==> src/rtl/dram_seq_pkg.sv <==
package dram_seq_pkg;

  typedef enum logic [1:0] {
    SEQ_IDLE = 2'd0,
    SEQ_ROW  = 2'd1,
    SEQ_COL  = 2'd2
  } seq_state_e;

  localparam logic [3:0] PAGE_OFF_CODE = 4'b1000;
  localparam int unsigned COL_SHIFT_BASE = 7;
  localparam int unsigned COL_KEEP_LOW   = 3;

  // lowest compared address bit for a page code
  function automatic logic [5:0] page_lsb(input logic [3:0] code);
    logic [5:0] lsb;
    case (code)
      4'd0, 4'd1, 4'd2, 4'd3, 4'd4: lsb = 6'd6 + {2'b00, code};
      4'd5, 4'd6, 4'd7:             lsb = 6'd13 + {2'b00, code};
      4'd8:                         lsb = 6'd0;
      default:                      lsb = 6'd2 + {2'b00, code};
    endcase
    return lsb;
  endfunction

endpackage

==> src/rtl/dram_rst_sync.sv <==
module dram_rst_sync #(
  parameter int unsigned STAGES = 2
) (
  input  logic clk,
  input  logic arst_n,
  output logic srst_n
);
  logic [STAGES-1:0] sync_q;

  always_ff @(posedge clk or negedge arst_n) begin
    if (!arst_n) sync_q <= '0;
    else         sync_q <= {sync_q[STAGES-2:0], 1'b1};
  end

  assign srst_n = sync_q[STAGES-1];
endmodule

==> src/rtl/dram_page_match.sv <==
module dram_page_match
  import dram_seq_pkg::*;
#(
  parameter int unsigned ADDR_W  = 32,
  parameter int unsigned PCODE_W = 4
) (
  input  logic [ADDR_W-1:0]  cur_addr,
  input  logic [ADDR_W-1:0]  last_addr,
  input  logic               last_vld,
  input  logic [PCODE_W-1:0] code,
  output logic               hit
);
  logic [5:0]        lsb;
  logic [ADDR_W-1:0] diff;

  assign lsb = page_lsb(code);

  for (genvar i = 0; i < ADDR_W; i++) begin : g_cmp
    localparam logic [5:0] BIT_IDX = 6'(i);
    assign diff[i] = (cur_addr[i] ^ last_addr[i]) & (BIT_IDX >= lsb);
  end

  assign hit = last_vld && (code != PAGE_OFF_CODE) && (diff == '0);
endmodule

==> src/rtl/dram_col_map.sv <==
module dram_col_map
  import dram_seq_pkg::*;
#(
  parameter int unsigned ADDR_W  = 32,
  parameter int unsigned ACODE_W = 3
) (
  input  logic [ADDR_W-1:0]  addr,
  input  logic [ACODE_W-1:0] code,
  output logic [ADDR_W-1:0]  col_addr
);
  localparam int unsigned NCODES = 1 << ACODE_W;

  logic [ADDR_W-1:0] cand [NCODES];

  assign cand[0] = addr;

  for (genvar k = 1; k < NCODES; k++) begin : g_align
    localparam int unsigned SH = COL_SHIFT_BASE + k;
    assign cand[k] = {addr[ADDR_W-1-SH:0], {SH{1'b0}}}
                   | {{(ADDR_W-COL_KEEP_LOW){1'b0}}, addr[COL_KEEP_LOW-1:0]};
  end

  assign col_addr = cand[code];
endmodule

==> src/rtl/dram_addr_seq.sv <==
module dram_addr_seq
  import dram_seq_pkg::*;
#(
  parameter int unsigned ADDR_W  = 32,
  parameter int unsigned PCODE_W = 4,
  parameter int unsigned ACODE_W = 3
) (
  input  logic               clk,
  input  logic               rst_n,
  input  logic               req_valid,
  input  logic [ADDR_W-1:0]  req_addr,
  input  logic [PCODE_W-1:0] page_code,
  input  logic [ACODE_W-1:0] align_code,
  output logic               req_ready,
  output logic               row_stb,
  output logic               col_stb,
  output logic [ADDR_W-1:0]  addr_pins
);
  logic rst_sync_n;

  seq_state_e         state_q, state_d;
  logic [ADDR_W-1:0]  addr_q, last_q;
  logic               last_vld_q;
  logic [PCODE_W-1:0] pcode_q;
  logic [ACODE_W-1:0] acode_q;
  logic               accept, page_hit, row_start;
  logic [ADDR_W-1:0]  col_addr;

  dram_rst_sync #(.STAGES(2)) i_rst_sync (
    .clk    (clk),
    .arst_n (rst_n),
    .srst_n (rst_sync_n)
  );

  dram_page_match #(.ADDR_W(ADDR_W), .PCODE_W(PCODE_W)) i_page_match (
    .cur_addr  (req_addr),
    .last_addr (last_q),
    .last_vld  (last_vld_q),
    .code      (pcode_q),
    .hit       (page_hit)
  );

  dram_col_map #(.ADDR_W(ADDR_W), .ACODE_W(ACODE_W)) i_col_map (
    .addr     (addr_q),
    .code     (acode_q),
    .col_addr (col_addr)
  );

  assign req_ready = (state_q == SEQ_IDLE);
  assign accept    = req_valid && req_ready;
  assign row_start = accept && !page_hit;

  always_comb begin
    state_d = state_q;
    case (state_q)
      SEQ_IDLE: if (accept) state_d = page_hit ? SEQ_COL : SEQ_ROW;
      SEQ_ROW:  state_d = SEQ_COL;
      SEQ_COL:  state_d = SEQ_IDLE;
      default:  state_d = SEQ_IDLE;
    endcase
  end

  always_ff @(posedge clk or negedge rst_sync_n) begin
    if (!rst_sync_n) state_q <= SEQ_IDLE;
    else             state_q <= state_d;
  end

  // access address and recorded page, enabled on every acceptance
  always_ff @(posedge clk or negedge rst_sync_n) begin
    if (!rst_sync_n) begin
      addr_q     <= '0;
      last_q     <= '0;
      last_vld_q <= 1'b0;
    end else if (accept) begin
      addr_q     <= req_addr;
      last_q     <= req_addr;
      last_vld_q <= 1'b1;
    end
  end

  // configuration captured only when a row cycle opens
  always_ff @(posedge clk or negedge rst_sync_n) begin
    if (!rst_sync_n) begin
      pcode_q <= '0;
      acode_q <= '0;
    end else if (row_start) begin
      pcode_q <= page_code;
      acode_q <= align_code;
    end
  end

  assign row_stb   = (state_q == SEQ_ROW);
  assign col_stb   = (state_q == SEQ_COL);
  assign addr_pins = row_stb ? addr_q : (col_stb ? col_addr : '0);

  AST_FIRST_ROW: assert property (@(posedge clk) disable iff (!rst_sync_n)
    (accept && !last_vld_q) |=> row_stb);

  AST_ROW_THEN_COL: assert property (@(posedge clk) disable iff (!rst_sync_n)
    row_stb |=> (col_stb && !row_stb));

  AST_PHASE_EXCL: assert property (@(posedge clk) disable iff (!rst_sync_n)
    !(row_stb && col_stb));

  AST_ROW_FULL_ADDR: assert property (@(posedge clk) disable iff (!rst_sync_n)
    row_stb |-> (addr_pins == addr_q));

  AST_NO_PAGE_MODE: assert property (@(posedge clk) disable iff (!rst_sync_n)
    (accept && pcode_q == PAGE_OFF_CODE) |=> row_stb);

  AST_COL_LOW_PINS: assert property (@(posedge clk) disable iff (!rst_sync_n)
    (col_stb && acode_q != '0) |-> (addr_pins[2:0] == addr_q[2:0]));

  AST_CFG_HELD: assert property (@(posedge clk) disable iff (!rst_sync_n)
    (col_stb && !$past(row_stb)) |-> ($stable(acode_q) && $stable(pcode_q)));

  AST_LAST_TRACKS: assert property (@(posedge clk) disable iff (!rst_sync_n)
    accept |=> (last_q == $past(req_addr)));
endmodule

==> config.mk <==
export PLATFORM = sky130hd
export DESIGN_NAME = dram_addr_seq
export DESIGN_NICKNAME = d
export VERILOG_FILES = /design/src/rtl/dram_seq_pkg.sv /design/src/rtl/dram_rst_sync.sv /design/src/rtl/dram_page_match.sv /design/src/rtl/dram_col_map.sv /design/src/rtl/dram_addr_seq.sv
export SDC_FILE = /design/constraint.sdc
export NUM_CORES = 1
export LEC_CHECK = 0
export ABC_AREA = 1
export BUFFER_PORTS_ARGS = -buffer_cell sky130_fd_sc_hd__buf_2
export CAP_MARGIN = 20
export CORE_MARGIN = 2
export CORE_UTILIZATION = 50
export CTS_CLUSTER_DIAMETER = 100
export DETAILED_ROUTE_END_ITERATION = 10
export PLACE_DENSITY = 0.72
export SLEW_MARGIN = 15
export SYNTH_ARGS = -nofsm -noshare
export SYNTH_HDL_FRONTEND = slang
export SYNTH_HIERARCHICAL = 1
export SYNTH_SLANG_ARGS = --single-unit
==> constraint.sdc <==
create_clock -name clk -period 2 [get_ports clk]
set_clock_uncertainty 0.05 [all_clocks]
set_input_delay 0.4 -clock clk [delete_from_list [all_inputs] [get_ports clk]]
set_output_delay 0.4 -clock clk [all_outputs]
set_load 0.01 [all_outputs]
* Word level (Yosys, flattened, before mapping)
Cells that the tools add are included.
W data, S select, Z words.
** Cells by class
- $add $sub $neg :: 3
- Magnitude comparators :: 33
- Equal/unequal tests :: 12
- Multiplexer cells :: 9
- Bitwise gates (word level) :: 72
- Reduce and logical (&&, ||, !) cells :: 10
** Operators by type and width (count)
- $or A32 B3 Y32 :: 7
- $mux W32 :: 4
- $bmux W32 S3 :: 1
- $ge A5 B6 Y1 const A :: 16
- $ge A4 B6 Y1 const A :: 8
- $and A1 B1 Y1 :: 32
- $logic_not A32 Y1 :: 1
- $xor A1 B1 Y1 :: 32
- $ge A3 B6 Y1 const A :: 4
- $pmux W6 S3 :: 1
- $eq A4 B3 Y1 const B :: 4
- $ge A1 B6 Y1 const A :: 2
- $ge A2 B6 Y1 const A :: 2
- $eq A4 B2 Y1 const B :: 2
- $add A2 B4 Y5 const A :: 1
- $add A3 B4 Y5 const A :: 1
- $add A4 B4 Y5 const A :: 1
- $reduce_or A5 Y1 :: 1
- $eq A4 B1 Y1 const B :: 1
- $eq A4 B4 Y1 const B :: 1
- $ge A4 B4 Y1 const B :: 1
- $logic_and A1 B1 Y1 :: 4
- $logic_not A4 Y1 :: 1
- $mux W2 :: 2
- other kinds (9) :: 9
** Storage, ports and cells
- Register bits after elaboration :: 44
- Input port bits :: 42
- Output and inout bits :: 35

* Logic depth before layout (Yosys ltp)
Gate-level depths: netlist of the first run.
- Depth in word-level cells :: 10
- Depth in mapped cells :: 25
- Gate-level depth less buffers :: 25

* Hierarchy
Netlist of the first run, hierarchy kept.
** By module, submodules not included
- dram_addr_seq :: instances 1, cells each 286, area each 2080.7 um^2, seq. area each 1051.0 um^2
- dram_col_map :: instances 1, cells each 308, area each 1211.2 um^2, seq. area each 0.0 um^2
- dram_page_match :: instances 1, cells each 168, area each 1074.8 um^2, seq. area each 0.0 um^2
- dram_rst_sync :: instances 1, cells each 3, area each 53.8 um^2, seq. area each 50.0 um^2

* Worst setup path before layout of the first run
No wires, ideal clock.
- Path type :: reg-to-reg
- Start point :: register pcode_q[1]
- End point :: register acode_q[0]
- Library setup time :: 0.118 ns
- Arrival :: 2.926 ns
- Required time :: 1.832 ns
- Slack :: -1.094 ns
- Cell stages (with the launch flop) :: 25
- Buffers on the path :: 0
- Clock period less this slack :: 3.094 ns
- Path through :: dfrtp_1 > inv_1 > ha_1 > nor2_2 > nand2_2 > nand2_1 > a21oi_1 > inv_1 > fa_1 > inv_1 > nand2_1 > nand2_2 > nand3_2 > nor2_2 > nand2_1 > nor2_1 > nor2_1 > nand2_1 > nor2_1 > nand3_1 > a21oi_2 > inv_1 > nand3_1 > nand2_1 > nand2_1
** Between the ends
- Cells in the longest elaborated chain, start to end :: 9
- Elaborated cells on any way between the ends :: 85
- Those cells by class :: add/sub (3); order compare (32); eq/ne (9); mux (1); bitwise (32); reduce/logical (8)
** Ends and longest elaborated chain
- from (decl) :: RTL line dram_addr_seq.sv:24 : logic [PCODE_W-1:0] pcode_q;
- from (signal assigned) :: RTL line dram_addr_seq.sv:87 : pcode_q <= page_code;
- parallel branches: the longest is 6 deep, another holds $ge A1 B6 Y1
- $logic_and A1 B1 Y1 * :: RTL line dram_page_match.sv:23 : assign hit = last_vld && (code != PAGE_OFF_CODE) && (diff == '0);
- named net page_hit :: RTL line dram_addr_seq.sv:26 : logic accept, page_hit, row_start;
- $logic_not A1 Y1 * :: RTL line dram_addr_seq.sv:51 : assign row_start = accept && !page_hit;
- $logic_and A1 B1 Y1 * :: RTL line dram_addr_seq.sv:51
- to (signal assigned) :: RTL line dram_addr_seq.sv:88 : acode_q <= align_code;
- to (decl) :: RTL line dram_addr_seq.sv:25 : logic [ACODE_W-1:0] acode_q;
Mark *: on every way through the listed nets, which the timed path passes.
A chain may end at the register's enable or synchronous reset.

* Final worst setup path of the first run
- Start point :: register pcode_q[0]
- End point :: register acode_q[2]
The elaborated chain is that of the path after synthesis.

==> results_dict.tcl, run 1 <==
set metrics [dict create \
    status "finished, violations left" \
    violations "negative setup slack" \
    maxSlewViolCount 0 \
    vias 5463 \
    drc_errors 0 \
    clkPwrFrac_pct 8.4 \
    switching_power_mw 3.51 \
    design_area_um2 6310 \
    p_per_area_nw_per_um2 1070 \
    dp_hpwl_mm 10.3 \
    area_growth_syn_to_layout_pct 42.7 \
    wl_per_cell_um 16.6 \
    clock_latency_ps 300 \
    rr_endpoint "acode_q[2]$_DFFE_PN0P_" \
    core_area_um2 8640 \
    crit_start "pcode_q[0]$_DFFE_PN0P_" \
    dp_cells 948 \
    worstPathArrival_ps 3220 \
    cts_tree "yes" \
    nets 930 \
    dr.pass1.iters 5 \
    clkTransAtPathRegs_ps 70 \
    synthesis.area_um2 4420 \
    dr.first_iter.drc_count 390 \
    vias_per_cell 5.51 \
    rows 34 \
    avgSynthCellArea_um2 5.78 \
    fp.dieH_um 98.0 \
    ys_ff_latch 44 \
    rsz0062_at_grt "yes" \
    ios 77 \
    worstRegToRegCells 25 \
    hold_path_class "reg2async" \
    whs_ps 142 \
    routabilityCongestion 0.898 \
    num-fill-cells 665 \
    grt_max_degree 34 \
    clock-root-buffer "clkbuf_8" \
    cp-endpoint "acode_q[2]$_DFFE_PN0P_" \
    initial_utilization_pct 51.2 \
    port_buffers 76 \
    grt_pass1_vias 5237 \
    postLayoutSetupSlackWorst_ps -1030 \
    worstSetupEndpointType "flip-flop" \
    cts_max_path_buffers 2 \
    hold_viol 0 \
    p_int_mw 3.26 \
    placedInstanceArea_um2 5110 \
    crit_path_max_fanout 8 \
    finalSetupViolations 38 \
    diodes 0 \
    yosys.cell_types.count 34 \
    p_total_mw 6.77 \
    swShare_pct 51.8 \
    power_frac_comb_pct 69.1 \
    gr-total-overflow 0 \
    fmax_mhz 330 \
    syn-num-nets 813 \
    fin_crit_sh_pct 151 \
    cts_max_level 2 \
    die_area_um2 9610 \
    synthArstFlopShare_pct 100 \
    start_kind "flip-flop" \
    cts.sinks 44 \
    reg2reg_from "pcode_q[0]$_DFFE_PN0P_" \
    drtAntennaViolNets 0 \
    yosysSeqAreaShare_pct 24.9 \
    die_w_um 98.0 \
    crit_type "reg2reg" \
    routed_wl_mm 16.4 \
    synth_edf_count 0 \
    min_period_ps 3030 \
    leakage_nw 3.60 \
    power_frac_seq_pct 22.5 \
    cts_buffers 5 \
    critPathRequiredTime_ps 2190 \
    grt_pass1_wl_mm 24.8 \
    antenna_found_initial 0 \
    yosysWarningCount 6 \
    stdcell_count 991 \
    dpl_worst_slack_ps -998 \
    maxCapViolations 0 \
    ff2ff_setup_slack_ps -1030 \
    synth_ff_type "dfrtp_1" \
    layout-drive-gt1-share_pct 37.5 \
    gr-usage-all-layers_pct 31.8 \
    vdd.ir_drop.worst_mv 0.681 \
    synth_cells 765 \
    setup_tns_ps -13870 \
    final_util_pct 73.1 \
]
-- registers in the layout, summed over array words and instances, names as in the netlist --
name,count
pcode_q,4
last_q,32
i_rst_sync/sync_q,2
last_vld_q,1
acode_q,3
state_q,2
-- final cells by class --
cell class,count,area [µm²],share of cell area (%)
Clock buffer,8,90.1,1.43
Timing Repair inverter,3,20.0,0.317
Inverter,67,289,4.58
Sequential cell,44,1110,17.5
Tap cell,108,135,2.14
Timing Repair Buffer,142,1130,17.9
Multi-Input combinational cell,619,3540,56.1
-- layout by cell type, fill, tap and decap left out, types with 2 or more instances in the layout --
master,netlist,final
nor2_1,19,13
clkbuf_16,0,2
buf_2,22,74
dfrtp_1,44,39
nor2_4,2,10
o21ai_0,6,4
nand3_1,61,50
inv_2,11,17
clkbuf_8,0,6
o21ai_2,0,2
nand3_2,4,12
nand2_8,1,6
inv_1,55,42
nand2_2,8,67
a21oi_1,6,3
dfrtp_2,0,5
o21ai_1,4,4
clkinv_4,0,2
buf_4,11,38
buf_12,0,12
nand3_4,2,5
nand4_1,8,8
nand2_1,445,349
clkbuf_1,1,2
inv_6,0,3
inv_4,0,4
xor2_1,22,22
ha_4,0,4
nand2_4,4,36
xnor2_1,10,10
a21oi_2,1,3
buf_6,1,14
-- what timing repair did --
item,in CTS,in global routing
resized for setup,120,108
pin swaps,78,71
cloned,10,2
endpoints found under the setup margin,32,41
hold buffers,1,0
buffers inserted,22,8
endpoints found under the hold margin,2,0
-- kinds of logic (layout without fill, tap and decap cells) --
group | after synthesis | in the layout | share of synthesized area (%)
and+or+nand+nor | 560 | 560 | 53.8
buffers and inverters | 102 | 220 | 10.4
DFF | 44 | 44 | 24.9
xor gates and xnor gates | 32 | 32 | 6.34
AOI/OAI and AO/OA | 20 | 20 | 2.63
adders and majority gates | 6 | 6 | 1.87
other | 1 | 1 | 0.0848
-- worst min-delay path by stage --
stage	to	slack [ps]	from	cells past startpoint
detailed placement	i_rst_sync/sync_q[0]$_DFF_PN0_	140	rst_n	1
CTS	last_q[27]$_DFFE_PN0P_	160	i_rst_sync/sync_q[1]$_DFF_PN0_	0
finish	last_q[23]$_DFFE_PN0P_	140	i_rst_sync/sync_q[1]$_DFF_PN0_	0
floorplan	i_rst_sync/sync_q[0]$_DFF_PN0_	50	rst_n	0
global route	last_q[30]$_DFFE_PN0P_	180	i_rst_sync/sync_q[1]$_DFF_PN0_	0
global placement	i_rst_sync/sync_q[0]$_DFF_PN0_	130	rst_n	1
-- worst max-delay path, cell delays in order, from the launching register on --
cell,delay [ps]
dfrtp_2,480
inv_4,100
ha_4,130
nor2_2,30
nand2_2,80
nand2_2,50
a21oi_2,130
inv_1,70
fa_2,340
inv_1,60
nand2_1,60
nand2_2,100
nand4_4,130
clkinv_4,100
nand2_4,50
inv_2,50
nand2_1,40
nand2_1,50
nand3_1,70
nor2_1,130
nand3_1,100
a21oi_2,170
inv_2,120
nand3_4,140
nand2_1,80
nand2_1,60
-- metal layers --
metal	global-route usage (%)	vias up	part of all wire, %	routed length (µm)
met4	16.3	0	4.3	715
met3	3.72	66	8.4	1390
met1	39.8	2503	38	6300
met5	0	-	0	0
met2	54.1	328	49	8030
li1	-	2566	-	-
-- power groups by stage --
stage / registers [mW] / clock network [mW] / logic, mW
finish: 1.52 / 0.570 / 4.68
global route: 1.55 / 0.632 / 5.04
CTS: 1.47 / 0.581 / 4.20
detailed placement: 1.44 / 0 / 3.33
global placement: 1.43 / 0 / 3.28
floorplan: 1.33 / 0 / 2.39
-- synthesized netlist by cell type, drive strengths merged (5+ instances only) --
master / instances / area share, %
a21oi: 7 / 0.88
ha: 5 / 1.4
nand2: 458 / 40
o21ai: 10 / 1.1
xnor2: 10 / 2.0
nand4: 9 / 1.6
nand3: 67 / 8.6
buf: 34 / 4.6
xor2: 22 / 4.4
dfrtp: 44 / 25
nor2: 25 / 3.0
inv: 66 / 5.6
Note: power is estimated with default switching activity, not from simulation.
==> run 2: changes to the inputs <==
--- a/config.mk
+++ b/config.mk
@@ -8,7 +8,7 @@
 export ABC_AREA = 1
 export BUFFER_PORTS_ARGS = -buffer_cell sky130_fd_sc_hd__buf_2
 export CAP_MARGIN = 20
-export CORE_MARGIN = 2
+export CORE_MARGIN = 1.5
 export CORE_UTILIZATION = 50
 export CTS_CLUSTER_DIAMETER = 100
 export DETAILED_ROUTE_END_ITERATION = 10
==> results_dict.tcl, run 2 (synthesis results as in run 1) <==
set metrics [dict create \
    leakage_nw 3.54 \
    port_buffers 76 \
    core_area_um2 8640 \
    dp_cells 945 \
    p_int_mw 3.21 \
    gr-total-overflow 0 \
    dp_hpwl_mm 10.1 \
    rsz0062_at_grt "yes" \
    routed_wl_mm 15.2 \
    final_common_cell "nand2_1" \
    fmax_mhz 331 \
    cts_max_level 2 \
    hold_path_class "reg2async" \
    crit_path_max_fanout 8 \
    design_area_um2 6140 \
    dr.first_iter.drc_count 321 \
    vias_per_cell 5.49 \
    finalSetupViolations 37 \
    dr.pass1.iters 7 \
    clkPwrFrac_pct 10.3 \
    vdd.ir_drop.worst_mv 0.871 \
    area_growth_syn_to_layout_pct 38.8 \
    diodes 0 \
    die_w_um 97.0 \
    drtAntennaViolNets 0 \
    hold_viol 0 \
    maxCapViolations 0 \
    die_area_um2 9410 \
    violations "negative setup slack" \
    power_frac_comb_pct 66.2 \
    regMostFlops "last_q" \
    dpl_worst_slack_ps -957 \
    routabilityCongestion 0.955 \
    mostFrequentLayoutCells "nand2_1 (353), buf_2 (74), nand2_2 (62)" \
    tightest_slew_ps 633 \
    power_frac_seq_pct 23.5 \
    postLayoutSetupSlackWorst_ps -1020 \
    antenna_found_initial 0 \
    critPathRequiredTime_ps 2140 \
    drc_errors 0 \
    cts_buffers 5 \
    vias 5390 \
    swShare_pct 51.0 \
    p_per_area_nw_per_um2 1070 \
    rows 34 \
    fin_crit_sh_pct 151 \
    min_period_ps 3020 \
    start_kind "flip-flop" \
    grt_max_degree 34 \
    stdcell_count 981 \
    top_regs "last_q x32, pcode_q x4, acode_q x3" \
    fp.dieH_um 97.0 \
    worstSetupEndpointType "flip-flop" \
    initial_utilization_pct 51.2 \
    wl_per_cell_um 15.5 \
    num-fill-cells 693 \
    cts_tree "yes" \
    layout-drive-gt1-share_pct 35.6 \
    status "finished, violations left" \
    placedInstanceArea_um2 5080 \
    cts_max_path_buffers 2 \
    grt_pass1_vias 5148 \
    grt_pass1_wl_mm 23.8 \
    cts.sinks 44 \
    nets 920 \
    setup_tns_ps -13730 \
    worstPathArrival_ps 3160 \
    clock_latency_ps 300 \
    largest_reg_flops 32 \
    ios 77 \
    gr-usage-all-layers_pct 31.1 \
    final_util_pct 71.1 \
    maxSlewViolCount 0 \
    switching_power_mw 3.34 \
    clkTransAtPathRegs_ps 80 \
    slew_headroom_pct 57.7 \
    clock-root-buffer "clkbuf_8" \
    crit_type "reg2reg" \
]
run 2: area by class of cell:
type	instances	area, µm²	area share [%]
flip-flops and latches	44	1110	18.1
repair inverters	2	15.0	0.245
clock inverters	3	42.5	0.693
well taps	108	135	2.20
repair buffers	133	1040	16.9
inverters	67	274	4.47
multi-input cells	619	3450	56.2
clock buffers	5	68.8	1.12
run 2: what timing repair did:
item,CTS,global route
gates resized for setup,115,76
endpoints found under the setup margin,33,41
pin swaps,75,59
endpoints found under the hold margin,2,0
buffers inserted,13,11
gates cloned,6,2
hold buffers,1,0
run 2: power groups by stage:
stage / registers (mW) / logic, mW / clock network, mW
floorplan: 1.33 / 2.39 / 0
global placement: 1.44 / 3.21 / 0
detailed placement: 1.45 / 3.26 / 0
CTS: 1.49 / 3.89 / 0.693
global route: 1.56 / 4.72 / 0.729
finish: 1.54 / 4.33 / 0.677
run 2: path summary, 6_finish.rpt:
check,startpoint,endpoint,slack (ps),depth (start not counted)
max,pcode_q[0]$_DFFE_PN0P_,acode_q[2]$_DFFE_PN0P_,-1020,23
min,i_rst_sync/sync_q[1]$_DFF_PN0_,last_q[31]$_DFFE_PN0P_,160,0
max reg2reg,pcode_q[0]$_DFFE_PN0P_,acode_q[2]$_DFFE_PN0P_,-1020,23
min reg2reg,i_rst_sync/sync_q[1]$_DFF_PN0_,last_q[31]$_DFFE_PN0P_,160,0
max in group asynchronous,i_rst_sync/sync_q[1]$_DFF_PN0_,pcode_q[0]$_DFFE_PN0P_,1030,1
min in group clk,align_code[0],acode_q[0]$_DFFE_PN0P_,300,3
run 2: critical path: stages, from the launching register on:
cell	delay, ps
dfrtp_2	460
inv_4	90
ha_4	120
nor2_2	30
nand2_2	70
nand2_2	50
a21oi_2	130
inv_1	70
fa_2	530
inv_2	40
nand3_4	100
nand2_8	100
nand2_1	80
nand2_1	50
nand2_1	100
nand2_1	80
nand2_1	80
nand2_1	60
nand3_1	90
a21oi_2	80
inv_2	140
nand3_4	140
nand2_1	90
nand2_1	50
run 2: layer usage:
metal  global-route usage, %  up-vias  share of wire, %
met3                    3.11       88               7.6
met2                    54.6      289                49
met1                    38.3     2468                39
met5                       0        -                 0
met4                    14.7        0               5.1
li1                        -     2545                 -
run 2: metrics by stage:
step | power [mW] | hold slack [ps]
finish | 6.55 | 162
global route | 7.01 | 203
CTS | 6.07 | 174
detailed placement | 4.70 | 138
global placement | 4.65 | 135
floorplan | 3.72 | 54.4
